===== config.mk =====
export PLATFORM = sky130hd
export DESIGN_NAME = pdac_prog_seq
export DESIGN_NICKNAME = d
export VERILOG_FILES = /design/src/rtl/pdac_pkg.sv /design/src/rtl/pdac_step_ctrl.sv /design/src/rtl/pdac_lane_mux.sv /design/src/rtl/pdac_prog_seq.sv
export SDC_FILE = /design/constraint.sdc
export NUM_CORES = 1
export LEC_CHECK = 0
export ABC_AREA = 1
export BUFFER_PORTS_ARGS = -buffer_cell sky130_fd_sc_hd__buf_2
export CAP_MARGIN = 15
export CORE_MARGIN = 5
export CORE_UTILIZATION = 30
export CTS_BUF_LIST = sky130_fd_sc_hd__clkbuf_8 sky130_fd_sc_hd__clkbuf_16
export CTS_CLUSTER_SIZE = 8
export DETAILED_ROUTE_END_ITERATION = 8
export GPL_TIMING_DRIVEN = 0
export PLACE_DENSITY_LB_ADDON = 0.15
export SETUP_SLACK_MARGIN = 0.1
export SLEW_MARGIN = 10
export SYNTH_ARGS = -nofsm -noshare
export SYNTH_HDL_FRONTEND = slang
export SYNTH_SLANG_ARGS = --single-unit
export TNS_END_PERCENT = 1

===== constraint.sdc =====
create_clock -name clk -period 2 [get_ports clk]
set_input_delay 0 -clock clk [delete_from_list [all_inputs] [get_ports clk]]
set_output_delay 0 -clock clk [all_outputs]
set_load 0.005 [all_outputs]

===== src/rtl/pdac_pkg.sv =====
package pdac_pkg;

    // fixed positions inside the output word; the downstream register decodes them
    localparam int CLK_BIT  = 0;
    localparam int SEL_BIT  = 1;
    localparam int DATA_LSB = 2;

    typedef enum logic [1:0] {
        STEP_PREP   = 2'd0,
        STEP_SHIFT  = 2'd1,
        STEP_COMMIT = 2'd2
    } step_e;

endpackage


===== src/rtl/pdac_step_ctrl.sv =====
module pdac_step_ctrl #(
    parameter int BITS = 16
) (
    input  logic                        clk,
    input  logic                        rst_n,
    input  logic                        start_i,
    input  logic                        tick_i,
    output logic                        busy_o,
    output logic                        load_o,
    output logic                        emit_o,
    output pdac_pkg::step_e             kind_o,
    output logic [$clog2(BITS)-1:0]     bit_idx_o,
    output logic                        clk_hi_o
);
    import pdac_pkg::*;

    localparam int LAST   = 2 * BITS + 1;
    localparam int STEP_W = $clog2(LAST + 1);
    localparam int IDX_W  = $clog2(BITS);

    typedef struct packed {
        logic              busy;
        logic [STEP_W-1:0] step;
    } ctrl_t;

    ctrl_t q, d;

    always_comb begin
        d      = q;
        load_o = !q.busy && start_i;
        emit_o = q.busy && tick_i;

        if (q.step == '0)
            kind_o = STEP_PREP;
        else if (q.step == STEP_W'(LAST))
            kind_o = STEP_COMMIT;
        else
            kind_o = STEP_SHIFT;

        // step 1 is bit 0 clock low, step 2 bit 0 clock high, and so on
        bit_idx_o = IDX_W'((q.step - STEP_W'(1)) >> 1);
        clk_hi_o  = !q.step[0];

        if (load_o) begin
            d.busy = 1'b1;
            d.step = '0;
        end else if (emit_o) begin
            if (q.step == STEP_W'(LAST)) begin
                d.busy = 1'b0;
                d.step = '0;
            end else begin
                d.step = q.step + STEP_W'(1);
            end
        end
    end

    always_ff @(posedge clk) begin
        if (!rst_n) q <= '0;
        else        q <= d;
    end

    assign busy_o = q.busy;

    // with no strobe, a busy sequencer neither restarts nor moves
    a_r7_hold_without_tick: assert property (@(posedge clk) disable iff (!rst_n)
        (q.busy && !tick_i) |=> (q.busy && $stable(q.step)));

    // the step counter never runs past the commit step
    a_r8_step_bound: assert property (@(posedge clk) disable iff (!rst_n)
        q.step <= STEP_W'(LAST));

    // idle means the counter is parked at zero
    a_r9_idle_parked: assert property (@(posedge clk) disable iff (!rst_n)
        !q.busy |-> (q.step == '0));

endmodule


===== src/rtl/pdac_lane_mux.sv =====
module pdac_lane_mux #(
    parameter int NDEV = 17,
    parameter int BITS = 16
) (
    input  logic [NDEV*BITS-1:0]    instr_flat,
    input  logic [$clog2(BITS)-1:0] bit_idx,
    output logic [NDEV-1:0]         lanes_o
);
    localparam int IDX_W = $clog2(BITS);

    logic [IDX_W-1:0] pos;

    // most significant bit leaves first
    assign pos = IDX_W'(BITS - 1) - bit_idx;

    for (genvar g = 0; g < NDEV; g++) begin : g_lane
        logic [BITS-1:0] slot;
        assign slot       = instr_flat[g*BITS +: BITS];
        assign lanes_o[g] = slot[pos];
    end

endmodule


===== src/rtl/pdac_prog_seq.sv =====
module pdac_prog_seq #(
    parameter int NDEV = 17,
    parameter int BITS = 16
) (
    input  logic                   clk,
    input  logic                   rst_n,
    input  logic                   start_i,
    input  logic [NDEV*BITS-1:0]   instr_i,
    input  logic                   wr_tick_i,
    output logic [NDEV+1:0]        word_o,
    output logic                   busy_o,
    output logic                   done_o
);
    import pdac_pkg::*;

    localparam int WORD_W = NDEV + 2;
    localparam int IDX_W  = $clog2(BITS);

    typedef struct packed {
        logic [NDEV*BITS-1:0] shadow;
        logic [WORD_W-1:0]    word;
        logic                 done;
    } top_t;

    top_t q, d;

    logic              load, emit, clk_hi;
    step_e             kind;
    logic [IDX_W-1:0]  bit_idx;
    logic [NDEV-1:0]   lanes;

    pdac_step_ctrl #(.BITS(BITS)) u_ctrl (
        .clk       (clk),
        .rst_n     (rst_n),
        .start_i   (start_i),
        .tick_i    (wr_tick_i),
        .busy_o    (busy_o),
        .load_o    (load),
        .emit_o    (emit),
        .kind_o    (kind),
        .bit_idx_o (bit_idx),
        .clk_hi_o  (clk_hi)
    );

    pdac_lane_mux #(.NDEV(NDEV), .BITS(BITS)) u_mux (
        .instr_flat (q.shadow),
        .bit_idx    (bit_idx),
        .lanes_o    (lanes)
    );

    always_comb begin
        d      = q;
        d.done = 1'b0;
        if (load)
            d.shadow = instr_i;
        if (emit) begin
            d.word = '0;
            unique case (kind)
                STEP_PREP: ;
                STEP_SHIFT: begin
                    d.word[CLK_BIT]               = clk_hi;
                    d.word[WORD_W-1:DATA_LSB]     = lanes;
                end
                STEP_COMMIT: begin
                    d.word[SEL_BIT] = 1'b1;
                    d.done          = 1'b1;
                end
                default: ;
            endcase
        end
    end

    always_ff @(posedge clk) begin
        if (!rst_n) begin
            q              <= '0;
            q.word[SEL_BIT] <= 1'b1;
        end else begin
            q <= d;
        end
    end

    assign word_o = q.word;
    assign done_o = q.done;

    // data lines never move on the cycle the clock rises
    a_r3_data_held_on_rise: assert property (@(posedge clk) disable iff (!rst_n)
        $rose(q.word[CLK_BIT]) |-> $stable(q.word[WORD_W-1:DATA_LSB]));

    // clock high only while select is low
    a_r4_clk_needs_sel_low: assert property (@(posedge clk) disable iff (!rst_n)
        q.word[CLK_BIT] |-> !q.word[SEL_BIT]);

    // done lasts one cycle and comes with the commit word
    a_r5_done_single: assert property (@(posedge clk) disable iff (!rst_n)
        q.done |=> !q.done);
    a_r5_done_word: assert property (@(posedge clk) disable iff (!rst_n)
        q.done |-> (q.word[SEL_BIT] && !q.word[CLK_BIT] && !busy_o));

    // no strobe while busy, no change to the word
    a_r6_word_hold: assert property (@(posedge clk) disable iff (!rst_n)
        !(busy_o && wr_tick_i) |=> $stable(q.word));

endmodule


; Word level (Yosys, flattened, before mapping)
; Cells that the tools add are included.
[word_totals]
inputBits = 276
register_bits = 299
out_inout_bits = 21
wordCells = 66
[op_classes]
n_eq_ne = 3
n_bitwise = 1
n_mux = 43
n_addsub = 3
order_cmp = 1
reduce_logical = 10
[ops]
columns = op, count
row1 = binary-select mux 1 bit (select 4 bit), 17
row2 = 2-to-1 mux 1 bit, 20
row3 = 2-to-1 mux 17 bit, 1
row4 = 2-to-1 mux 7 bit, 2
row5 = "adder 6 x 1 -> 6 bit, second input constant", 1
row6 = "equality test 6 bit, second input constant", 1
row7 = logical NOT 6 bit, 1
row8 = 2-to-1 mux 6 bit, 1
row9 = "< comparator 4 x 5 -> 1 bit, second input constant", 1
row10 = "subtractor 5 x 1 -> 5 bit, second input constant", 1
row11 = 2-to-1 mux 2 bit, 2
row12 = AND reduction 2 bit, 2
row13 = nonzero test 2 bit, 2
row14 = "subtractor 4 bit, first input constant", 1
row15 = "equality test 2 x 1 -> 1 bit, second input constant", 1
row16 = "equality test 2 bit, second input constant", 1
row17 = logical AND 1 bit, 2
row18 = logical NOT 1 bit, 2
row19 = OR reduction 2 bit, 1
row20 = inverter 1 bit, 1

; Logic depth before layout (Yosys ltp)
; Gate-level depths: netlist of run 1.
[depth]
word_depth = 5
ltp_mapped = 13
depth_no_buf = 12

; Cells and area by module
; A second synthesis of run 1 with hierarchy kept.
[hier_totals]
hier_cells = 2184
hier_area_um2 = 14037.2
[by_module_without_submodules]
columns = module, seq_area_each_um2, area_each_um2, cells_each, n_inst
row1 = pdac_prog_seq, 5845.6, 10146.0, 1288, 1
row2 = pdac_lane_mux, 0.0, 3410.8, 823, 1
row3 = pdac_step_ctrl, 140.1, 480.5, 73, 1

; Worst setup path after synthesis of run 1
; Ideal clock, no wire load.
[synth_timing]
path_type = register to register
startpoint = register u_ctrl.q[0] (netlist bit)
endpoint = register q, in the netlist word_o[18]
slack_ns = 0.144
stages_incl_launch_ff = 13
synth_period_minus_slack_ns = 1.856
t_arrival_ns = 1.724
setup_ns = 0.132
t_required_ns = 1.868
n_path_buf = 3
cell_sequence = dfxtp_1 -> inv_1 -> ha_1 -> buf_2 -> buf_4 -> buf_2 -> nand2_1 -> o21ai_0 -> nand2_1 -> nand3_1 -> nand3_1 -> nand3_1 -> a21oi_1
[synth_via]
elab_chain_cells = 5
elab_cells_between_ends = 10
cone_classes = add/sub: 2 / eq/ne: 2 / mux: 5 / reduce/logical: 1
[synth_rtl]
columns = element, line_no
row1 = from (decl), pdac_step_ctrl.sv:26  ; ctrl_t q, d;
row2 = from (signal assigned), pdac_step_ctrl.sv:58  ; if (!rst_n) q <= '0;
row3 = from (signal assigned), pdac_step_ctrl.sv:59  ; else q <= d;
row4 = subtractor 5 x 1 -> 5 bit / equality test 6 bit (equally long branches), "pdac_step_ctrl.sv:41, pdac_step_ctrl.sv:35"
row5 = subtractor 4 bit / 2-to-1 mux 2 bit (equally long branches), "pdac_lane_mux.sv:14, pdac_step_ctrl.sv:35"
row6 = binary-select mux 1 bit (select 4 bit) / 2-to-1 mux 2 bit (equally long branches), "pdac_lane_mux.sv:19, pdac_step_ctrl.sv:33"
row7 = 2-to-1 mux 1 bit (not written as such) / equality test 2 x 1 -> 1 bit (equally long branches), "pdac_lane_mux.sv:19, pdac_prog_seq.sv:58"
row8 = 2-to-1 mux 17 bit (*), pdac_prog_seq.sv:58  ; unique case (kind)
row9 = to (decl), pdac_prog_seq.sv:25  ; top_t q, d;
; Every way passes the cells marked *; elsewhere a longest branch is shown, timed or not. The select of a mux whose other input is x is not followed.
; A chain may end at the register's enable or synchronous reset.

; Final worst setup path of run 1
[layout_timing]
startpoint = register u_ctrl.q[1] (netlist bit)
endpoint = register q, in the netlist word_o[12]
; Same word-level chain as after synthesis.

==> impl_metrics.tcl, run 1 <==
set metrics [dict create \
    finalSetupViolCount 0 \
    required_ns 2.48 \
    clkTransAtPathRegs_ns 0.05 \
    p_per_area_nw_per_um2 786.4 \
    hold_violations 0 \
    yosysWarnings 0 \
    drc_errors 0 \
    vias_per_cell 4.753 \
    period_share_pct 94.62 \
    rows 77 \
    fp.dieW_um 220.1 \
    die_h_um 220.1 \
    cap_violations 0 \
    root_buffer "clkbuf_16" \
    grt_max_degree 11 \
    wl_per_cell_um 19.47 \
    grt_pass1_wl_um 90020 \
    status "complete, no violations" \
    grt_pass1_vias 15200 \
    rsz0062_at_grt "true" \
    avgSynthCellArea_um2 6.705 \
    fill_cells 4489 \
    grtUsageTotal_pct 24.71 \
    hp-class "in2reg" \
    worstSetupPathType "reg2reg" \
    first_pass_iters 6 \
    drt_wl_total_um 62300 \
    final_nets 2885 \
    fp.dieArea_um2 48420 \
    worstSkewPairLatency_ns 0.55 \
    finalPower_mw 15.78 \
    finalClockSkew_ns 0.01491 \
    slowest_stage "dfxtp_4" \
    io_pins 297 \
    drtIter0Drc 1112 \
    numCtsBuffers 43 \
    crit_arrival_ns 2.37 \
    cts_buffer_depth 3 \
    relSlewSlack_pct 22.55 \
    end_kind "flip-flop" \
    cp_cell_sequence "inv_4, ha_4, buf_12, buf_12, buf_12, buf_16, nand2_4, o21ai_2, nand2_1, nand3_1, nand3_1, nand3_1, a21oi_1" \
    drive_gt1_share_pct 17.96 \
    synth_nets 2254 \
    hold_ws_ns 0.1856 \
    cts_tree "done" \
    tightest_slew_ns 1.162 \
    fmax_mhz 528.4 \
    syn_inst 1974 \
    port_buffers 295 \
    yosysSeqAreaShare_pct 45.22 \
    crit_fanout 8 \
    gp_congestion 0.8433 \
    slew_violations 0 \
    peakVddDrop_mv 0.5050 \
    gr-total-overflow 0 \
    vias 15210 \
    cts.sinks 299 \
    initial_utilization_pct 30.13 \
    core_area_um2 43930 \
    ant_nets 0 \
    cp-start-kind "flip-flop" \
    p_leak_nw 8.908 \
    area_growth_pct 51.58 \
    antenna_found_initial 0 \
    detailed_place_hpwl_um 41180 \
    htree_levels 2 \
    cpPeakStageDelay_ns 0.37 \
    ys_ff_latch 299 \
    ys_types 21 \
    syn_area_um2 13240 \
    period_needed_ns 1.892 \
]
power breakdown:
part / switching (mW) / total [mW] / internal (mW)
Sequential: 0.186 / 6.59 / 6.40
Combinational: 1.51 / 2.69 / 1.18
Clock: 2.60 / 6.49 / 3.89
flip-flops by register name, summed over array words and instances (netlist names):
signal / flops
u_ctrl.q: 6
done_o: 1
u_ctrl.busy_o: 1
q: 272
word_o: 19
layout make-up:
class / instances / area [um2] / share of cell area, %
inverter: 124 / 483.0 / 2.407
buffer: 164 / 1146 / 5.712
sequential: 299 / 5993 / 29.87
tap: 592 / 740.7 / 3.692
multi-input combinational: 1387 / 6106 / 30.43
antenna: 1 / 2.502 / 0.01247
clock buffer: 43 / 1076 / 5.363
timing repair buffer: 586 / 4474 / 22.30
clock inverter: 3 / 42.54 / 0.2120
cells in the mapped netlist (all sizes together):
cell type / instances / share of area, %
nand3: 90 / 3.4
o21ai: 385 / 15
nor3: 1 / 0.038
nand4: 1 / 0.047
a21oi: 129 / 4.9
nor3b: 1 / 0.057
buf: 55 / 2.5
ha: 4 / 0.38
clkbuf: 109 / 3.1
xor2: 3 / 0.20
a2bb2oi: 1 / 0.066
inv: 124 / 3.5
nor2: 364 / 10
dfxtp: 299 / 45
nand2: 408 / 12
timing repair:
item	in CTS	in global routing
setup endpoints to repair	288	144
hold buffers	274	0
gates cloned	2	2
pin swaps	1	10
endpoints found under the hold margin	274	0
resized for setup	146	50
setup buffers	6	6
kinds of logic (layout without fill, tap and decap cells):
logic type,Yosys count,in the layout,synth area share [%]
and+or+nand+nor,865,865,25.51
AOI/OAI and AO/OA,515,515,19.59
DFF,299,299,45.22
buffers and inverters,288,920,9.103
adders and majority gates,4,4,0.3781
xor gates and xnor gates,3,3,0.1985
other,0,1,0
worst max-delay path, delay by kind of cell, from the launching register on:
kind	cells	cell delay [ns]
compound gates	2	0.18
simple gates	5	0.40
buf+inv	5	0.61
flops	1	0.37
fa+ha+maj	1	0.26
final timing paths:
kind                                               start  slack [ns]  cells past startpoint                      end
worst max register to register  u_ctrl.q[1]$_SDFFE_PP0P_        0.11                     13  word_o[12]$_SDFFE_PN0P_
worst max-delay path            u_ctrl.q[1]$_SDFFE_PP0P_        0.11                     13  word_o[12]$_SDFFE_PN0P_
worst min register to register       q[140]$_SDFFE_PN0P_        0.45                      2      q[140]$_SDFFE_PN0P_
worst min-delay path                               rst_n        0.19                      3      q[264]$_SDFFE_PN0P_
layer usage:
layer / global-route usage [%] / vias up / share of wire (%)
met2: 41.81 / 516 / 47
met4: 8.009 / 0 / 3.1
li1: - / 7559 / -
met1: 32.62 / 7009 / 44
met3: 3.407 / 121 / 5.7
met5: 0 / - / 0
layout by cell type (no fill, tap or decap), types with 3 or more instances in the layout:
master         instances
dlygate4sd3_1        274
nand2_1              402
buf_12                13
buf_8                  9
o21ai_2                3
clkbuf_2              13
clkbuf_8               5
o21ai_0              362
o21ai_1               19
clkbuf_1              77
clkbuf_4              13
buf_2                296
xor2_1                 3
inv_4                  4
buf_4                 36
dfxtp_1              297
buf_6                  9
ha_1                   3
nor2_1               361
nand2_2                5
nand3_1               89
a21oi_1              128
inv_1                118
clkbuf_16             45
through the flow:
| stage | cells | area, um2 | util, % | setup slack, ns | TNS (ns) |
|---|---|---|---|---|---|
| after floorplan | 1974 | 13240 | - | 0.1436 | 0 |
| after global placement | 2861 | 15450 | 35.18 | -0.7722 | -124.03 |
| after detailed placement | 2862 | 15470 | 35.21 | -0.7919 | -96.76 |
| after CTS | 3190 | 19870 | 45.23 | 0.05647 | 0 |
| after global routing | 3198 | 20060 | 45.67 | -0.01204 | -0.03855 |
| final | 3199 | 20060 | 45.67 | 0.1076 | 0 |
No activity file was read; power rests on OpenSTA's default activity.
==> run 2, diff against run 1 <==
REMOVE_ABC_BUFFERS = 1   (was unset)
==> impl_metrics.tcl, run 2 (synthesis results as in run 1) <==
set metrics [dict create \
    grt_pass1_wl_um 81380 \
    core_area_um2 43930 \
    p_per_area_nw_per_um2 786.6 \
    port_buffers 296 \
    slowest_stage "dfxtp_4" \
    fill_cells 4416 \
    die_h_um 220.1 \
    period_needed_ns 1.903 \
    fp.dieW_um 220.1 \
    vias_per_cell 4.765 \
    cts_tree "done" \
    fin_area_um2 19910 \
    tightest_slew_ns 0.6152 \
    setup_tns_ns 0 \
    htree_levels 2 \
    initial_utilization_pct 30.13 \
    gr-total-overflow 0 \
    io_pins 297 \
    cts.sinks 299 \
    crit_fanout 7 \
    cap_violations 0 \
    drive_gt1_share_pct 17.34 \
    hp-class "in2reg" \
    drc_errors 0 \
    cpPeakStageDelay_ns 0.38 \
    drt_wl_total_um 54290 \
    first_pass_iters 5 \
    gp_congestion 0.7333 \
    multiInputGateArea_um2 6205 \
    slew_violations 0 \
    cp_cell_sequence "inv_4, ha_4, buf_16, bufbuf_16, nand2_1, o21ai_1, nand2_1, nand3_1, nand3_1, nand3_1, a21oi_1" \
    seqCellArea_um2 5993 \
    rows 77 \
    cts_buffer_depth 3 \
    area_growth_pct 50.38 \
    final_nets 2757 \
    wl_per_cell_um 17.67 \
    end_kind "flip-flop" \
    root_buffer "clkbuf_16" \
    worstSkewPairLatency_ns 0.55 \
    status "complete, no violations" \
    drtIter0Drc 844 \
    cp-start-kind "flip-flop" \
    crit_top_cell "nand3_1" \
    fp.dieArea_um2 48420 \
    fmax_mhz 525.6 \
    crit_arrival_ns 2.30 \
    finalPower_mw 15.66 \
    largest_reg_flops 272 \
    fin_util_pct 45.31 \
    placed_area_um2 15200 \
    regMostFlops "q" \
    worstSetupPathType "reg2reg" \
    finalSetupViolCount 0 \
    period_share_pct 95.14 \
    p_leak_nw 8.763 \
    grtUsageTotal_pct 21.44 \
    required_ns 2.40 \
    hold_violations 0 \
    vias 14640 \
    mostFrequentLayoutCell "nand2_1" \
    r2r_cells 11 \
    antenna_found_initial 2 \
    grt_max_degree 142 \
    detailed_place_hpwl_um 27830 \
    numCtsBuffers 43 \
    relSlewSlack_pct 58.99 \
    finalClockSkew_ns 0.01399 \
    clkTransAtPathRegs_ns 0.05 \
    ant_nets 0 \
    rsz0062_at_grt "true" \
    peakVddDrop_mv 0.5269 \
    holdPathStages 4 \
    final_cell_mix "nand2_1 (398), o21ai_0 (367), nor2_1 (361)" \
    grt_pass1_vias 14520 \
]
[run 2: path summary, 6_finish.rpt]
kind                                          startpoint                       end  slack [ns]
worst max-delay path            u_ctrl.q[0]$_SDFFE_PP0P_    word_o[9]$_SDFFE_PN0P_         0.1
worst min-delay path                           wr_tick_i  u_ctrl.q[0]$_SDFFE_PP0P_        0.09
worst max register to register  u_ctrl.q[0]$_SDFFE_PP0P_    word_o[9]$_SDFFE_PN0P_         0.1
worst min register to register        q[60]$_SDFFE_PN0P_        q[60]$_SDFFE_PN0P_        0.45
[run 2: metrics by stage]
stage,setup slack [ns],std cells,hold WS (ns)
floorplan,-7.726,1810,0.1349
global placement,-22.29,2698,0.2239
detailed placement,-1.154,2715,0.2283
CTS,0.07467,3067,0.04985
global route,-0.02815,3072,0.09348
finish,0.09729,3073,0.08943
[run 2: metal layers]
| metal | part of all wire, % | global-route usage, % | vias to the layer above |
|---|---|---|---|
| met5 | 0.046 | 0 | - |
| met4 | 3.2 | 8.113 | 4 |
| met3 | 4.5 | 3.215 | 121 |
| met2 | 48 | 36.34 | 389 |
| met1 | 44 | 27.60 | 6815 |
| li1 | - | - | 7315 |
[run 2: area by class of cell]
| type | instances | area share, % |
|---|---|---|
| multi-input cells | 1388 | 31.17 |
| flip-flops and latches | 299 | 30.11 |
| repair buffers | 620 | 26.66 |
| clock buffers | 45 | 5.657 |
| well taps | 592 | 3.721 |
| inverters | 124 | 2.527 |
| repair inverters | 1 | 0.08171 |
| clock inverters | 3 | 0.06286 |
| diodes | 1 | 0.01257 |
[run 2: repair_timing]
| action | CTS | global route |
|---|---|---|
| gates resized for setup | 45 | 26 |
| endpoints found under the setup margin | 181 | 81 |
| endpoints found under the hold margin | 273 | 0 |
| pin swaps | 7 | 6 |
| buffers inserted | 17 | 2 |
| hold buffers | 275 | 0 |
| gates cloned | 12 | 3 |
[run 2: critical path: cells and delay by family, from the launching register on]
| family | cells | cell delay (ns) |
|---|---|---|
| buffers and inverters | 3 | 0.48 |
| and+or+nand+nor | 5 | 0.43 |
| adders and majority gates | 1 | 0.32 |
| AOI/OAI and AO/OA | 2 | 0.14 |
| DFF | 1 | 0.38 |
[run 2: where the power goes]
group / switching [mW] / internal, mW / leakage, nW
logic: 1.41 / 1.20 / 5.72
registers: 0.157 / 6.40 / 2.47
clock network: 2.58 / 3.92 / 0.569
